--- src/rtl/lbk_pkg.sv ---
package lbk_pkg;
    typedef enum logic [1:0] {
        ST_IDLE = 2'd0,
        ST_LOW  = 2'd1,
        ST_STOP = 2'd2,
        ST_HOLD = 2'd3
    } lbk_state_e;
endpackage

--- src/rtl/lbk_baud_gen.sv ---
module lbk_baud_gen #(
    parameter int DIV_W = 12
) (
    input  logic             clk,
    input  logic             rst_n,
    input  logic             run,
    input  logic [DIV_W-1:0] div,
    output logic             tick
);
    logic [DIV_W-1:0] cnt_d, cnt_q;

    always_comb begin
        tick  = run && (cnt_q == div);
        cnt_d = cnt_q + 1'b1;
        if (!run || tick) cnt_d = '0;
    end

    always_ff @(posedge clk or negedge rst_n) begin
        if (!rst_n) cnt_q <= '0;
        else        cnt_q <= cnt_d;
    end

    // a stopped generator always restarts from zero
    p_idle_zero_r3: assert property (@(posedge clk) disable iff (!rst_n)
        !run |=> cnt_q == '0);
endmodule

--- src/rtl/lbk_bit_cnt.sv ---
module lbk_bit_cnt #(
    parameter int CW = 5
) (
    input  logic          clk,
    input  logic          rst_n,
    input  logic          clr,
    input  logic          tick,
    input  logic [CW-1:0] limit,
    output logic          last
);
    logic [CW-1:0] cnt_d, cnt_q;

    always_comb begin
        last  = tick && (cnt_q == limit - 1'b1);
        cnt_d = cnt_q;
        if (clr)       cnt_d = '0;
        else if (tick) cnt_d = cnt_q + 1'b1;
    end

    always_ff @(posedge clk or negedge rst_n) begin
        if (!rst_n) cnt_q <= '0;
        else        cnt_q <= cnt_d;
    end

    // count never runs past the limit while counting
    p_cnt_bound_r3: assert property (@(posedge clk) disable iff (!rst_n)
        !clr |-> cnt_q < limit);
endmodule

--- src/rtl/lin_break_tx.sv ---
module lin_break_tx #(
    parameter int DIV_W     = 12,
    parameter int LEN_W     = 3,
    parameter int BASE_BITS = 13
) (
    input  logic             clk,
    input  logic             rst_n,
    input  logic             pwr_en,
    input  logic             tx_en,
    input  logic             brk_trig,
    input  logic [LEN_W-1:0] brk_len,
    input  logic             irq_at_end,
    input  logic [DIV_W-1:0] baud_div,
    input  logic             data_wr,
    output logic             txd,
    output logic             brk_busy,
    output logic             tx_irq,
    output logic             post_brk
);
    import lbk_pkg::*;

    localparam int MAX_BITS = BASE_BITS + (1 << LEN_W) - 1;
    localparam int CW       = $clog2(MAX_BITS + 1);

    typedef struct packed {
        lbk_state_e       st;
        logic [LEN_W-1:0] len;
        logic             at_end;
        logic             txd;
        logic             busy;
        logic             irq;
        logic             post;
    } lbk_regs_t;

    lbk_regs_t r_d, r_q;
    logic      en, run, tick, last, bclr;
    logic [CW-1:0] limit;

    assign en   = pwr_en && tx_en;
    assign run  = en && (r_q.st == ST_LOW || r_q.st == ST_STOP);
    assign bclr = !run || last;

    always_comb begin
        if (r_q.st == ST_LOW) limit = CW'(BASE_BITS) + CW'(r_q.len);
        else                  limit = CW'(1);
    end

    lbk_baud_gen #(.DIV_W(DIV_W)) u_baud (
        .clk(clk), .rst_n(rst_n), .run(run), .div(baud_div), .tick(tick)
    );

    lbk_bit_cnt #(.CW(CW)) u_bits (
        .clk(clk), .rst_n(rst_n), .clr(bclr), .tick(tick),
        .limit(limit), .last(last)
    );

    always_comb begin
        r_d     = r_q;
        r_d.irq = 1'b0;
        if (!en) begin
            r_d.st   = ST_IDLE;
            r_d.txd  = 1'b1;
            r_d.busy = 1'b0;
            r_d.post = 1'b0;
        end else begin
            case (r_q.st)
                ST_IDLE, ST_HOLD: begin
                    if (brk_trig) begin
                        r_d.st     = ST_LOW;
                        r_d.len    = brk_len;
                        r_d.at_end = irq_at_end;
                        r_d.txd    = 1'b0;
                        r_d.busy   = 1'b1;
                        r_d.irq    = !irq_at_end;
                        r_d.post   = 1'b0;
                    end else if (r_q.st == ST_HOLD && data_wr) begin
                        r_d.st   = ST_IDLE;
                        r_d.post = 1'b0;
                    end
                end
                ST_LOW: begin
                    if (last) begin
                        r_d.st  = ST_STOP;
                        r_d.txd = 1'b1;
                    end
                end
                ST_STOP: begin
                    if (last) begin
                        r_d.st   = ST_HOLD;
                        r_d.busy = 1'b0;
                        r_d.post = 1'b1;
                        r_d.irq  = r_q.at_end;
                    end
                end
                default: r_d.st = ST_IDLE;
            endcase
        end
    end

    always_ff @(posedge clk or negedge rst_n) begin
        if (!rst_n) begin
            r_q.st     <= ST_IDLE;
            r_q.len    <= '0;
            r_q.at_end <= 1'b0;
            r_q.txd    <= 1'b1;
            r_q.busy   <= 1'b0;
            r_q.irq    <= 1'b0;
            r_q.post   <= 1'b0;
        end else begin
            r_q <= r_d;
        end
    end

    assign txd      = r_q.txd;
    assign brk_busy = r_q.busy;
    assign tx_irq   = r_q.irq;
    assign post_brk = r_q.post;

    // accepted trigger from rest starts a low, busy period
    p_start_r4: assert property (@(posedge clk) disable iff (!rst_n)
        (!brk_busy && brk_trig && pwr_en && tx_en) |=> (brk_busy && !txd));
    // the line is only low inside a busy period
    p_low_in_busy_r3: assert property (@(posedge clk) disable iff (!rst_n)
        !txd |-> brk_busy);
    // interrupt is a single-cycle pulse
    p_irq_pulse_r5: assert property (@(posedge clk) disable iff (!rst_n)
        tx_irq |=> !tx_irq);
    // dropping an enable ends everything next cycle
    p_abort_r10: assert property (@(posedge clk) disable iff (!rst_n)
        !(pwr_en && tx_en) |=> (txd && !brk_busy && !tx_irq && !post_brk));
    // data write in the wait releases it
    p_wait_release_r8: assert property (@(posedge clk) disable iff (!rst_n)
        (post_brk && data_wr && !brk_trig && pwr_en && tx_en) |=> !post_brk);
endmodule

--- config.mk ---
export PLATFORM = sky130hd
export DESIGN_NAME = lin_break_tx
export DESIGN_NICKNAME = d
export VERILOG_FILES = /design/src/rtl/lbk_pkg.sv /design/src/rtl/lbk_baud_gen.sv /design/src/rtl/lbk_bit_cnt.sv /design/src/rtl/lin_break_tx.sv
export SDC_FILE = /design/constraint.sdc
export NUM_CORES = 1
export LEC_CHECK = 0
export ABC_CLOCK_PERIOD_IN_PS = 3800
export BUFFER_PORTS_ARGS = -buffer_cell sky130_fd_sc_hd__buf_4
export CAP_MARGIN = 20
export CORE_MARGIN = 2
export CORE_UTILIZATION = 57
export DETAILED_ROUTE_END_ITERATION = 10
export GPL_TIMING_DRIVEN = 0
export PLACE_DENSITY = 0.85
export SLEW_MARGIN = 10
export SYNTH_ARGS = -nofsm -noshare
export SYNTH_HDL_FRONTEND = slang
export SYNTH_SLANG_ARGS = --single-unit
--- constraint.sdc ---
create_clock -name clk -period 3.8 [get_ports clk]
set_clock_uncertainty 0.1 [all_clocks]
set_input_delay 0.76 -clock clk [delete_from_list [all_inputs] [get_ports clk]]
set_output_delay 0.76 -clock clk [all_outputs]
set_load 0.02 [all_outputs]
==> results_dict.tcl <==
set metrics [dict create \
    status "completed" \
    path_class "reg -> reg" \
    wl_met2_mm 1.54 \
    synth_nets 225 \
    die_w_um 60.7 \
    async_flop_share_pct 100 \
    pin_count 26 \
    startpoint_type "flop" \
    grt_max_degree 28 \
    routed-wl-met3_um 140 \
    synth_warnings 0 \
    cpMaxStageDelayCell "a2111oi_4" \
    die-area_um2 3680 \
    detail_route.vias_per_cell 5.34 \
    fmax_ghz 0.314 \
    ys_top_cells_by_area "dfrtp_1 36%, xor2_1 10%, ha_1 6.8%" \
    irDropWorstVdd_uv 149 \
    power.total_uw 592 \
    worstPathArrival_ns 3.34 \
    drtIter0Drc 73 \
    grt_overflow 0 \
    netlist_instances 193 \
    clk_path_buf_depth 2 \
    postSynthAreaPerCell_um2 9.48 \
    cts_made_buffers 3 \
    hpwl_mm 2.53 \
    post_cts_buffers 0 \
    clkTransAtPathRegs_ns 0.15 \
    dr.max_layer_used "met4" \
    cpMostUsedCell "ha_1" \
    core_um2 3050 \
    h-tree-depth 1 \
    drc 0 \
    drv_slew 0 \
    pwr-share-clk_pct 21.4 \
    crit_chain "inv_1 > ha_1 > buf_6 > and2_2 > ha_1 > nand2b_1 > a21bo_1 > a311o_1 > a2111oi_4 > nand4b_1 > o211ai_1" \
    cap_violations 0 \
    p_switching_uw 177 \
    layout.nets 256 \
    syn_area_um2 1830 \
    p_leak_nw 0.901 \
    first_pass_iters 4 \
    synth_edf_count 0 \
    ant_nets 0 \
    synth_cell_types 50 \
    yosys.area.top_type "dfrtp_1" \
    required_ns 3.96 \
    synth_top_area_share_pct 35.6 \
    rsz0062_at_grt "false" \
    power.density_nw_per_um2 281 \
    r2r_cells 11 \
    clk_latency_ns 0.33 \
    grt_pass1_vias 1366 \
    fin_crit_ns 3.18 \
    rows 20 \
    cp_max_fo 10 \
    vias 1426 \
    hold_path.class "in -> async" \
    tns_ns 0 \
    track_usage_pct 21.3 \
    start_util_pct 59.9 \
    wl_per_cell_um 12.8 \
    cts.sinks 27 \
    synth.yosys.seq_area_share_pct 37.0 \
    internal_power_uw 415 \
    setup_viol 0 \
    tightestPinTransition_ns 0.710 \
    power_frac_comb_pct 25.2 \
    period_share_pct 83.7 \
    hold_viol 0 \
    cts_tree "yes" \
    gp_congestion 0.849 \
    io_buffers 25 \
    cp-end-kind "flop" \
    cts_root_buf "clkbuf_4" \
    syn_to_final_growth_pct 15.0 \
    ys_seq_elements 27 \
    synth_common_cells "26 x dfrtp_1, 26 x nor2_1, 21 x xor2_1, 17 x nand2_1, 10 x ha_1" \
    diodes 0 \
    ys.flop_type "dfrtp_1" \
    post_cts_resize_count 0 \
    switching_share_pct 29.9 \
    layout-drive-gt1-share_pct 20.6 \
    critPathLaunch "r_q[9]" \
    postCtsHoldBufs 0 \
    antenna_found_initial 0 \
    slew_headroom_pct 52.5 \
    grt_pass1_wl_mm 5.99 \
    critical_path.max_stage_delay_ns 0.60 \
    p_seq_share_pct 53.4 \
    totalWireLength_mm 3.41 \
    r2r-start "r_q[9]" \
    die_y_um 60.7 \
    drt-met1-wl_mm 1.69 \
]
-- registers in the layout (all words and copies together) (netlist names) --
| name | cells |
|---|---|
| brk_busy | 1 |
| tx_irq | 1 |
| u_bits.cnt_q | 5 |
| txd | 1 |
| r_q | 6 |
| post_brk | 1 |
| u_baud.cnt_q | 12 |
-- worst max-delay path: cells and delay by family (launching register included) --
kind | cells | cell delay (ns)
fa+ha+maj | 2 | 0.56
buf+inv | 2 | 0.30
flops | 1 | 0.45
simple gates | 3 | 0.46
compound gates | 4 | 1.24
-- power by group through the flow --
| stage | Clock [mW] | Sequential [mW] | Combinational (mW) |
|---|---|---|---|
| final | 0.127 | 0.316 | 0.149 |
| after global routing | 0.139 | 0.319 | 0.169 |
| after CTS | 0.131 | 0.316 | 0.149 |
| after detailed placement | 0 | 0.322 | 0.149 |
| after global placement | 0 | 0.321 | 0.146 |
| after floorplan | 0 | 0.320 | 0.102 |
-- cells by family after synthesis --
logic type	synth area share (%)
adders and majority gates	6.84
buffers and inverters	3.62
xor gates and xnor gates	13.9
DFF	37.0
and+or+nand+nor	24.0
muxes	2.46
AOI/OAI and AO/OA	12.2
-- through the flow --
step	setup slack [ns]	cells	hold slack [ns]	cell area (um2)	util (%)
final	0.618	267	0.204	2100	68.9
after global routing	0.414	267	0.226	2100	68.9
after CTS	0.641	266	0.212	2100	68.8
after detailed placement	0.681	262	0.405	2070	67.9
after global placement	0.711	262	0.397	2070	67.9
after floorplan	1.07	193	0.364	1830	-
-- cell type report --
cell class | count | area [um2]
well taps | 44 | 55.1
repair buffers | 26 | 193
fillers | 262 | 948
flip-flops and latches | 27 | 677
inverters | 6 | 22.5
plain buffers | 5 | 43.8
multi-input cells | 155 | 1090
clock inverters | 1 | 5.00
clock buffers | 3 | 22.5
-- routing by layer --
| metal | track usage [%] | up-vias |
|---|---|---|
| met5 | 0 | - |
| met4 | 6.52 | 0 |
| met2 | 31.3 | 32 |
| li1 | - | 740 |
| met1 | 33.4 | 650 |
| met3 | 1.92 | 4 |
-- path summary, 6_finish.rpt --
| path | slack [ns] | endpoint |
|---|---|---|
| worst max-delay path | 0.62 | r_q[8] |
| max in group asynchronous | 3.09 | txd |
| worst min-delay path | 0.20 | u_baud.cnt_q[5] |
| worst min register to register | 0.43 | r_q[4] |
| worst max register to register | 0.62 | r_q[8] |
| min in group clk | 0.43 | r_q[4] |
-- cell usage in the layout, fill, tap and decap left out, drive strengths merged, types with 2 or more instances in the layout --
master,synthesis,layout
and3,4,4
o211ai,3,3
nand2b,6,6
nor3,2,2
xnor2,8,8
o21ai,2,2
buf,2,27
nor4,3,3
and2,2,2
mux2,4,4
nand4,3,3
inv,6,6
xor2,21,21
clkbuf,3,7
a2111oi,3,3
nand2,17,17
o2111ai,2,2
nand3,8,8
ha,10,10
nor2,26,26
dfrtp,26,26
or3,2,2
and4,2,2
a21oi,9,9
Note: power is estimated with default switching activity, not from simulation.
